`config.mk`:
```
export PLATFORM = sky130hd
export DESIGN_NAME = scl_timebase
export DESIGN_NICKNAME = d
export VERILOG_FILES = /design/src/rtl/scl_timebase_pkg.sv /design/src/rtl/scl_tb_sync.sv /design/src/rtl/scl_tb_prescale.sv /design/src/rtl/scl_tb_phase.sv /design/src/rtl/scl_tb_setup.sv /design/src/rtl/scl_timebase.sv
export SDC_FILE = /design/constraint.sdc
export NUM_CORES = 1
export LEC_CHECK = 0
export BUFFER_PORTS_ARGS = -buffer_cell sky130_fd_sc_hd__buf_4
export CORE_ASPECT_RATIO = 1.5
export CORE_MARGIN = 2
export CORE_UTILIZATION = 60
export CTS_CLUSTER_DIAMETER = 50
export DETAILED_ROUTE_END_ITERATION = 12
export GPL_TIMING_DRIVEN = 0
export HOLD_SLACK_MARGIN = 0.08
export PLACE_DENSITY_LB_ADDON = 0.05
export SYNTH_ARGS = -nofsm -noshare
export SYNTH_HDL_FRONTEND = slang
export SYNTH_SLANG_ARGS = --single-unit
```
`constraint.sdc`:
```
create_clock -name clk -period 5.7 [get_ports clk]
set_input_delay 0.57 -clock clk [delete_from_list [all_inputs] [get_ports clk]]
set_output_delay 0.57 -clock clk [all_outputs]
set_load 0.02 [all_outputs]
```
`src/rtl/scl_timebase_pkg.sv`:
```
package scl_timebase_pkg;

   typedef enum logic [1:0] {
      ST_IDLE  = 2'd0,
      ST_SETUP = 2'd1,
      ST_LOW   = 2'd2,
      ST_HIGH  = 2'd3
   } scl_state_e;

   // fixed part of one SCL period and ticks added per coarse step
   localparam int BASE_TICKS = 20;
   localparam int STEP_TICKS = 8;
   // setup delay is code plus this many input cycles
   localparam int SETUP_EXTRA = 2;

endpackage

```
`src/rtl/scl_tb_sync.sv`:
```
module scl_tb_sync #(
   parameter int STAGES = 2
) (
   input  logic clk,
   input  logic rst_n,
   input  logic d_i,
   output logic q_o
);

   if (STAGES < 1) begin : g_bad_stages
      $error("scl_tb_sync: STAGES must be at least 1");
   end

   if (STAGES == 1) begin : g_single
      logic s_q;
      always_ff @(posedge clk or negedge rst_n) begin
         if (!rst_n) s_q <= 1'b1;
         else        s_q <= d_i;
      end
      assign q_o = s_q;
   end else begin : g_chain
      logic [STAGES-1:0] sh_q;
      always_ff @(posedge clk or negedge rst_n) begin
         if (!rst_n) sh_q <= '1;
         else        sh_q <= {sh_q[STAGES-2:0], d_i};
      end
      assign q_o = sh_q[STAGES-1];
   end

endmodule

```
`src/rtl/scl_tb_prescale.sv`:
```
module scl_tb_prescale #(
   parameter int PRE_W = 3
) (
   input  logic             clk,
   input  logic             rst_n,
   input  logic             clr_i,
   input  logic [PRE_W-1:0] div_i,
   output logic             tick_o
);

   if (PRE_W < 1) begin : g_bad_width
      $error("scl_tb_prescale: PRE_W must be at least 1");
   end

   logic [PRE_W-1:0] cnt_q;

   assign tick_o = !clr_i && (cnt_q == div_i);

   always_ff @(posedge clk or negedge rst_n) begin
      if (!rst_n)      cnt_q <= '0;
      else if (clr_i)  cnt_q <= '0;
      else if (tick_o) cnt_q <= '0;
      else             cnt_q <= cnt_q + 1'b1;
   end

   // with a divide ratio above one, two ticks never follow back to back
   assert_tick_gap_R2: assert property (@(posedge clk) disable iff (!rst_n)
      (tick_o && div_i != '0) |=> !tick_o);

endmodule

```
`src/rtl/scl_tb_phase.sv`:
```
module scl_tb_phase #(
   parameter int PER_W = 10
) (
   input  logic             clk,
   input  logic             rst_n,
   input  logic             clr_i,
   input  logic             tick_i,
   input  logic [PER_W-1:0] target_i,
   output logic             expire_o
);

   if (PER_W < 2) begin : g_bad_width
      $error("scl_tb_phase: PER_W must be at least 2");
   end

   logic [PER_W-1:0] cnt_q;

   assign expire_o = !clr_i && tick_i && (cnt_q == target_i - PER_W'(1));

   always_ff @(posedge clk or negedge rst_n) begin
      if (!rst_n)        cnt_q <= '0;
      else if (clr_i)    cnt_q <= '0;
      else if (expire_o) cnt_q <= '0;
      else if (tick_i)   cnt_q <= cnt_q + 1'b1;
   end

   // with stable settings the count of a running phase stays below its length
   assert_cnt_below_target_R4: assert property (@(posedge clk) disable iff (!rst_n)
      !clr_i |-> (cnt_q < target_i));

endmodule

```
`src/rtl/scl_tb_setup.sv`:
```
module scl_tb_setup #(
   parameter int SETUP_W = 4
) (
   input  logic               clk,
   input  logic               rst_n,
   input  logic               clear_i,
   input  logic               start_i,
   input  logic [SETUP_W-1:0] code_i,
   output logic               busy_o,
   output logic               done_o
);

   if (SETUP_W < 1) begin : g_bad_width
      $error("scl_tb_setup: SETUP_W must be at least 1");
   end

   localparam int CNT_W = SETUP_W + 1;

   logic [CNT_W-1:0] cnt_q;
   logic             act_q;

   assign busy_o = act_q;
   assign done_o = act_q && (cnt_q == '0);

   always_ff @(posedge clk or negedge rst_n) begin
      if (!rst_n) begin
         act_q <= 1'b0;
         cnt_q <= '0;
      end else if (clear_i) begin
         act_q <= 1'b0;
         cnt_q <= '0;
      end else if (start_i && !act_q) begin
         act_q <= 1'b1;
         cnt_q <= CNT_W'(code_i) + CNT_W'(scl_timebase_pkg::SETUP_EXTRA - 1);
      end else if (done_o) begin
         act_q <= 1'b0;
      end else if (act_q) begin
         cnt_q <= cnt_q - 1'b1;
      end
   end

   assert_done_ends_R6: assert property (@(posedge clk) disable iff (!rst_n)
      done_o |=> !busy_o);

   assert_busy_holds_R6: assert property (@(posedge clk) disable iff (!rst_n)
      (busy_o && !done_o && !clear_i) |=> busy_o);

endmodule

```
`src/rtl/scl_timebase.sv`:
```
module scl_timebase
   import scl_timebase_pkg::*;
#(
   parameter int PRE_W       = 3,
   parameter int STEP_W      = 6,
   parameter int COMP_W      = 4,
   parameter int SETUP_W     = 4,
   parameter int SYNC_STAGES = 2
) (
   input  logic                      clk,
   input  logic                      rst_n,
   input  logic                      run_i,
   input  logic [PRE_W+STEP_W-1:0]   clk_cfg_i,
   input  logic [COMP_W-1:0]         comp_i,
   input  logic [SETUP_W-1:0]        setup_code_i,
   input  logic                      scl_in_i,
   output logic                      tick_o,
   output logic                      scl_o,
   output logic                      fall_o,
   output logic                      rise_o,
   output logic                      setup_busy_o
);

   localparam int PER_MAX = BASE_TICKS + STEP_TICKS * ((1 << STEP_W) - 1)
                          + ((1 << COMP_W) - 1);
   localparam int PER_W   = $clog2(PER_MAX + 1);

   if (STEP_W < 1 || COMP_W < 1) begin : g_bad_fields
      $error("scl_timebase: STEP_W and COMP_W must be at least 1");
   end
   if (SYNC_STAGES < 1) begin : g_bad_sync
      $error("scl_timebase: SYNC_STAGES must be at least 1");
   end

   // ---------------- field decode and period arithmetic ----------------
   logic [PRE_W-1:0]  cdf;
   logic [STEP_W-1:0] step;
   logic [PER_W-1:0]  period;
   logic [PER_W:0]    period_up;
   logic [PER_W-1:0]  lo_len;
   logic [PER_W-1:0]  hi_len;

   assign cdf       = clk_cfg_i[PRE_W-1:0];
   assign step      = clk_cfg_i[PRE_W +: STEP_W];
   assign period    = PER_W'(BASE_TICKS) + PER_W'(step) * PER_W'(STEP_TICKS)
                    + PER_W'(comp_i);
   assign period_up = {1'b0, period} + 1'b1;
   assign lo_len    = period_up[PER_W:1];
   assign hi_len    = period >> 1;

   // ---------------- state and submodule wiring ----------------
   scl_state_e state_q, state_d;
   logic       line_hi;
   logic       pre_clr, ph_clr, tick, expire;
   logic       setup_start, setup_busy, setup_done;
   logic [PER_W-1:0] ph_target;

   assign pre_clr     = !((state_q == ST_LOW) || (state_q == ST_HIGH && line_hi));
   assign ph_clr      = !((state_q == ST_LOW) || (state_q == ST_HIGH));
   assign ph_target   = (state_q == ST_HIGH) ? hi_len : lo_len;
   assign setup_start = (state_q == ST_IDLE) && run_i;

   scl_tb_sync #(.STAGES(SYNC_STAGES)) u_sync (
      .clk   (clk),
      .rst_n (rst_n),
      .d_i   (scl_in_i),
      .q_o   (line_hi)
   );

   scl_tb_prescale #(.PRE_W(PRE_W)) u_pre (
      .clk    (clk),
      .rst_n  (rst_n),
      .clr_i  (pre_clr),
      .div_i  (cdf),
      .tick_o (tick)
   );

   scl_tb_phase #(.PER_W(PER_W)) u_phase (
      .clk      (clk),
      .rst_n    (rst_n),
      .clr_i    (ph_clr),
      .tick_i   (tick),
      .target_i (ph_target),
      .expire_o (expire)
   );

   scl_tb_setup #(.SETUP_W(SETUP_W)) u_setup (
      .clk     (clk),
      .rst_n   (rst_n),
      .clear_i (!run_i),
      .start_i (setup_start),
      .code_i  (setup_code_i),
      .busy_o  (setup_busy),
      .done_o  (setup_done)
   );

   // ---------------- phase sequencing ----------------
   always_comb begin
      state_d = state_q;
      if (!run_i) begin
         state_d = ST_IDLE;
      end else begin
         unique case (state_q)
            ST_IDLE:  state_d = ST_SETUP;
            ST_SETUP: if (setup_done) state_d = ST_LOW;
            ST_LOW:   if (expire)     state_d = ST_HIGH;
            ST_HIGH:  if (expire)     state_d = ST_LOW;
            default:  state_d = ST_IDLE;
         endcase
      end
   end

   logic scl_q, fall_q, rise_q;

   always_ff @(posedge clk or negedge rst_n) begin
      if (!rst_n) begin
         state_q <= ST_IDLE;
         scl_q   <= 1'b1;
         fall_q  <= 1'b0;
         rise_q  <= 1'b0;
      end else begin
         state_q <= state_d;
         scl_q   <= (state_d != ST_LOW);
         fall_q  <= (state_d == ST_LOW) && (state_q != ST_LOW);
         rise_q  <= (state_q == ST_LOW) && (state_d == ST_HIGH);
      end
   end

   assign tick_o       = tick;
   assign scl_o        = scl_q;
   assign fall_o       = fall_q;
   assign rise_o       = rise_q;
   assign setup_busy_o = (state_q == ST_SETUP);

   // ---------------- assertions ----------------
   assert_idle_release_R1: assert property (@(posedge clk) disable iff (!rst_n)
      !run_i |=> (scl_o && !setup_busy_o && !fall_o && !rise_o && !tick_o));

   assert_setup_track_R6: assert property (@(posedge clk) disable iff (!rst_n)
      setup_busy == (state_q == ST_SETUP));

   assert_stretch_hold_R7: assert property (@(posedge clk) disable iff (!rst_n)
      (state_q == ST_HIGH && !line_hi && run_i) |=> (state_q == ST_HIGH));

   assert_fall_edge_R9: assert property (@(posedge clk) disable iff (!rst_n)
      fall_o |-> (!scl_o && $past(scl_o)));

   assert_rise_edge_R9: assert property (@(posedge clk) disable iff (!rst_n)
      rise_o |-> (scl_o && !$past(scl_o)));

endmodule

```
Word level (Yosys, flattened, before mapping)
Index checks and enable logic that the tools add are counted.

Muxes and demuxes: 18. Equality and inequality tests: 13. $add $sub $neg: 8. Reduce and logical (&&, ||, !) cells: 15.

Operator list (number): 2-to-1 mux 10 bit (4); 2-to-1 mux 5 bit (4); adder 10 x 1 -> 11 bit, second input constant (1); adder 10 x 1 -> 10 bit, second input constant (1); adder 10 x 4 -> 10 bit (1); adder 5 x 9 -> 10 bit, first input constant (1); == test 10 bit (1); subtractor 10 x 1 -> 10 bit, second input constant (1); logical AND 1 bit (9); == test 2 bit, second input constant (4); 2-to-1 mux 2 bit (4); case mux 2 bit (4 select lines) (1); 2-to-1 mux 3 bit (2); != test 3 x 1 -> 1 bit, second input constant (2); != test 3 x 2 -> 1 bit, second input constant (2); adder 4 x 1 -> 5 bit, second input constant (1); zero test 5 bit (1); subtractor 5 x 1 -> 5 bit, second input constant (1); != test 2 bit, second input constant (2); adder 3 x 1 -> 3 bit, second input constant (1); == test 3 bit (1); 2-to-1 mux 1 bit (3); == test 2 x 1 -> 1 bit, second input constant (1); zero test 2 bit (1); 3 further kinds (4).

Word-level logic and storage cells: 63. Output and inout port bits: 5. Register bits: 26.

Longest topological paths before layout
Word-level depth: 12. Mapped depth: 12.

Modules after synthesis
From an unflattened synthesis, not the netlist that was laid out.

Cell total of the unflattened synthesis: 231. Area total of the unflattened synthesis: 2140.8 um^2.

By module, submodules not included: scl_tb_phase (seq. area each 250.2 um^2, instances 1, area each 973.4 um^2, cells an instance 110); scl_timebase (seq. area each 126.4 um^2, instances 1, area each 509.2 um^2, cells an instance 56); scl_tb_setup (seq. area each 150.1 um^2, instances 1, area each 422.9 um^2, cells an instance 47); scl_tb_prescale (seq. area each 75.1 um^2, instances 1, area each 182.7 um^2, cells an instance 16); scl_tb_sync (seq. area each 52.6 um^2, instances 1, area each 52.6 um^2, cells an instance 2).

Worst setup path after synthesis
OpenSTA, ideal clock, no wires.

Kind: input to register. From: input comp_i[2]. To: register rise_q (netlist: rise_o). Data required time: 5.632 ns. Path slack: 2.143 ns. Stages on the path: 11. Arrival time: 3.489 ns. Cell sequence: inv_1 fa_1 nor2b_1 or3_1 and2_4 or3b_2 xor2_1 or3_4 o2bb2ai_2 nor3_4 and4_1.

Longest elaborated chain between the ends: 11. Elaborated cells between the ends (all ways): 12.

RTL lines: start: declaration (line scl_timebase.sv:14) `input logic [COMP_W-1:0] comp_i,`; adder 10 x 4 -> 10 bit (*) (line scl_timebase.sv:46) `+ PER_W'(comp_i);`; adder 10 x 1 -> 11 bit (line scl_timebase.sv:47) `assign period_up = {1'b0, period} + 1'b1;`; 2-to-1 mux 10 bit (*) (line scl_timebase.sv:60) `assign ph_target = (state_q == ST_HIGH) ? hi_len : lo_len;`; subtractor 10 x 1 -> 10 bit (*) (line scl_tb_phase.sv:18) `assign expire_o = !clr_i && tick_i && (cnt_q == target_i - PER_W'(1));`; == test 10 bit (*) (line scl_tb_phase.sv:18); logical AND 1 bit (*) (line scl_tb_phase.sv:18); 2-to-1 mux 2 bit (on tied branches) (line scl_timebase.sv:107, scl_timebase.sv:106); case mux 2 bit (4 select lines) (*) (line scl_timebase.sv:103) `unique case (state_q)`; 2-to-1 mux 2 bit (*) (line scl_timebase.sv:100) `if (!run_i) begin`; == test 2 bit (*) (line scl_timebase.sv:125) `rise_q <= (state_q == ST_LOW) && (state_d == ST_HIGH);`; logical AND 1 bit (*) (line scl_timebase.sv:125); end signal: assignment (line scl_timebase.sv:125); end: declaration (line scl_timebase.sv:113) `logic scl_q, fall_q, rise_q;`.

Mark *: on every way between the ends. The rest lies on a longest branch, timed or not. A chain may end at the register's enable or synchronous reset.

Final worst setup path
Ends and elaborated chain as after synthesis.

==> impl_results.md <==
- Status: completed
- Postcts setup bufs: 0
- Pwr Total: around 0.00057 W
- Hold_buf cts: 0
- Initial antenna violation count: 0
- Die Y-Extent: about 79 um
- Synth Cell Area: about 2200 um^2
- Most frequent cells in the layout: 24 x buf_4, 23 x dfrtp_1, 21 x xnor2_1, 16 x xor2_1, 16 x nand2_1
- Top cell type's share of synthesized area: between 20 and 30%
- Core Area: 3610 um^2
- Netlist cell types: 64
- Largest net degree at the start of global routing: 27
- Worst slew pin tran: 0.623 ns
- CP Max Fanout: 10
- Mean Syn Cell Area: 9.06 um^2
- WL final: roughly 4.7 mm
- Slowest-stage cell, CP: fa_1
- DRC Markers: 0
- Slew headroom: 58.2%
- Met1 Use GR: about a quarter
- Synth async-reset ratio: 100%
- Yosys warning count: 0
- Tot GR Track Use: 24.6%
- CTS H-tree lvls: 1
- Min-Delay Path Class: in -> async
- Logic pwr share: between 40% and 50%
- Power Density: ~230 nW/um^2
- Initial Util: 61.9%
- Type of origin of the critical path: input pin
- GR peak layer: met2
- Critical Path End Type: flop
- EDFF count, synth: 0
- Fin nets: roughly 300
- Vias in the first global route: between 1500 and 2000
- RSZ-0062 raised after global routing: no
- Switch share: between 30% and 40%
- Post_cts resized: 0
- Num rows: 27
- Clock Tree Root: clkbuf_8
- Worst skew pair latency: roughly 0.27 ns
- Layout area overhead: 12.5%
- Clk sinks: 26
- Global-route wire length before repair: a little under 8 mm
- Crit path cell chain: buf_4 -> inv_1 -> fa_1 -> nor2b_1 -> or3_1 -> and2_4 -> or3b_2 -> xor2_1 -> or3_4 -> o2bb2ai_2 -> nor3_4 -> and4_1
- Tcrit/Tclk final: 64.6%
- Routed WL per cell: between 10 and 15 um
- Setup Crit Path Kind: in -> reg
- Final setup viols: 0
- Post-synth top area cell: dfrtp_1
- DRT iter0 DRCs: 44
- CTS tree: done
- Critical Path AT: between 3 and 4 ns
- Share of cells above drive strength 1: 20.0%
- Die area: 4240 um^2
- Port bufs: 24
- Clk pwr share: between 10% and 20%
- Peak VDD IR: 251 uV
- RD Place Congestion: 0.783
- Seq pwr share: between 40% and 50%
- Num ports: 26
- Buf/Inv on CP: 2
- Met2 Track Usage GR: between 40% and 50%
- Pins Over Slew Limit: 0
- Slowest stage delay, CP: 0.50 ns
- Minimum clock period: about 3.7 ns
- Die X: 53.9 um
- Top cells by area, synth: dfrtp_1 26%, xnor2_1 8.2%, xor2_1 6.3%
- Dpl hpwl: roughly 3.7 mm
- FMAX: between 200 and 300 MHz
- Router iterations before antenna repair: 4
- Total gr overflow: 0
- Most common cell after layout, fill and taps aside: buf_4
- Max-cap viol count: 0
- Final clock skew: between 0.007 and 0.008 ns
- Endpoints failing hold: 0
- Cells after Synth: 247
- Flops & latches, synth: 26
- Setup TNS: 0 ns
- Synth Flop Type: dfrtp_1
- CP top delay family: simple AND/OR/NAND/NOR gates
- Syn nets: 278
- Via count: 1911
- Internal power: approximately 0.00036 W
- Sw power: 0.000209 W
- Layout fillers: 309
- Post-DRT Antenna Nets: 0
- DR vias/cell: about 6.0
- Clock slew seen by the registers of the worst setup and hold paths: roughly 0.080 ns
- CP Data Required Time: 5.90 ns
- Diode count: 0
- Sequential area share after synthesis: between 20 and 30%
- Max Buffers Root-to-Sink: 2
- P_leak: about 1.0 nW
- Met3 GRT Util: 3.01%
- TritonCTS Buffers: 3
routing by layer:
layer / part of all wire, % / wire length (um)
met3: 2.1 / 98
met4: 2.0 / 93
met5: 0 / 0
met2: 57 / 2670
met1: 39 / 1860
Yosys cell counts, types with 2 or more instances:
cell       instances
o211ai_1           2
a211oi_1           3
or2_2              2
ha_1               9
dfrtp_1           23
nand3_1           13
nand2b_1           3
and2_4             2
buf_2              2
dfstp_2            3
and4_1             4
o2111ai_1          2
xnor2_1           21
and3_1             2
nand2_1           16
nor4_1             3
nor2_1            12
a311oi_1           2
a21boi_0           3
nand3b_1           2
o21ai_0            7
nor2b_1            3
nand4_1            2
inv_1             13
xor2_1            16
clkbuf_1           2
o22ai_1            8
a21oi_1            5
a21o_1             2
and2_1             3
o21ai_2            2
nor3_1            15
a31oi_1            3
or3_1              5
or3_4              3
power groups by stage:
stage / Sequential [W] / Combinational, W / Clock, W
after CTS: 0.000231 / 0.000241 / 0.000105
final: 0.000231 / 0.000239 / 0.000102
after global placement: 0.000233 / 0.000231 / 0
after global routing: 0.000233 / 0.000268 / 0.000111
after detailed placement: 0.000233 / 0.000236 / 0
after floorplan: 0.000233 / 0.000171 / 0
path summary, 6_finish.rpt:
check,cells past startpoint,to,start,slack (ns)
hold / removal,1,u_setup.busy_o,rst_n,0.19
setup reg to reg,12,rise_o,state_q[1],2.23
hold reg to reg,0,u_sync.g_chain.sh_q[1],u_sync.g_chain.sh_q[0],0.36
setup / recovery,12,rise_o,comp_i[2],2.02
min in group clk,0,u_sync.g_chain.sh_q[1],u_sync.g_chain.sh_q[0],0.36
max in group asynchronous,1,scl_o,rst_n,5.22
cells by family after synthesis:
logic type               count (synthesis)  share of synthesized area, %
AO/OA/AOI/OAI                           55                          19.3
XOR/XNOR                                38                          15.5
adder cells (fa/ha/maj)                 10                          5.93
buffers and inverters                   18                          3.47
flip-flops                              26                          29.3
multiplexers                             2                         0.951
AND/OR/NAND/NOR                         98                          25.6
state kept, by name, summed over array words and instances (netlist names):
register / cells
u_pre.cnt_q: 3
u_setup.cnt_q: 5
scl_o: 1
rise_o: 1
state_q: 2
u_phase.cnt_q: 10
fall_o: 1
u_setup.busy_o: 1
u_sync.g_chain.sh_q: 2
metrics by stage:
| step | hold WS (ns) | worst slack, ns | cells | utilization [%] | instance area (um^2) |
|---|---|---|---|---|---|
| after detailed placement | 0.349 | 1.72 | 314 | 68.4 | 2470 |
| final | 0.190 | 2.02 | 318 | 69.6 | 2520 |
| after global placement | 0.347 | 1.75 | 314 | 68.4 | 2470 |
| after global routing | 0.213 | 1.85 | 318 | 69.6 | 2520 |
| after CTS | 0.198 | 1.99 | 318 | 69.6 | 2520 |
| after floorplan | 0.274 | 2.14 | 247 | - | 2240 |
worst reg2reg max path: stages (launching register included):
cell,delay (ns)
dfrtp_1,0.38
buf_2,0.18
a21boi_1,0.40
xnor2_1,0.19
ha_1,0.26
inv_1,0.14
a211oi_1,0.24
a21oi_1,0.08
xnor2_1,0.15
nor4_1,0.54
o2111ai_2,0.25
nor3_4,0.36
and4_1,0.26
final cells by class:
cell class	instances	area [um^2]	share of cell area [%]
Buffer	5	28.8	1.14
Clock buffer	4	45.0	1.79
Inverter	13	48.8	1.94
Multi-Input combinational cell	203	1510	59.8
Sequential cell	26	654	26.0
Tap cell	43	53.8	2.14
Timing Repair Buffer	24	180	7.16
Note: power is estimated with default switching activity, not from simulation.
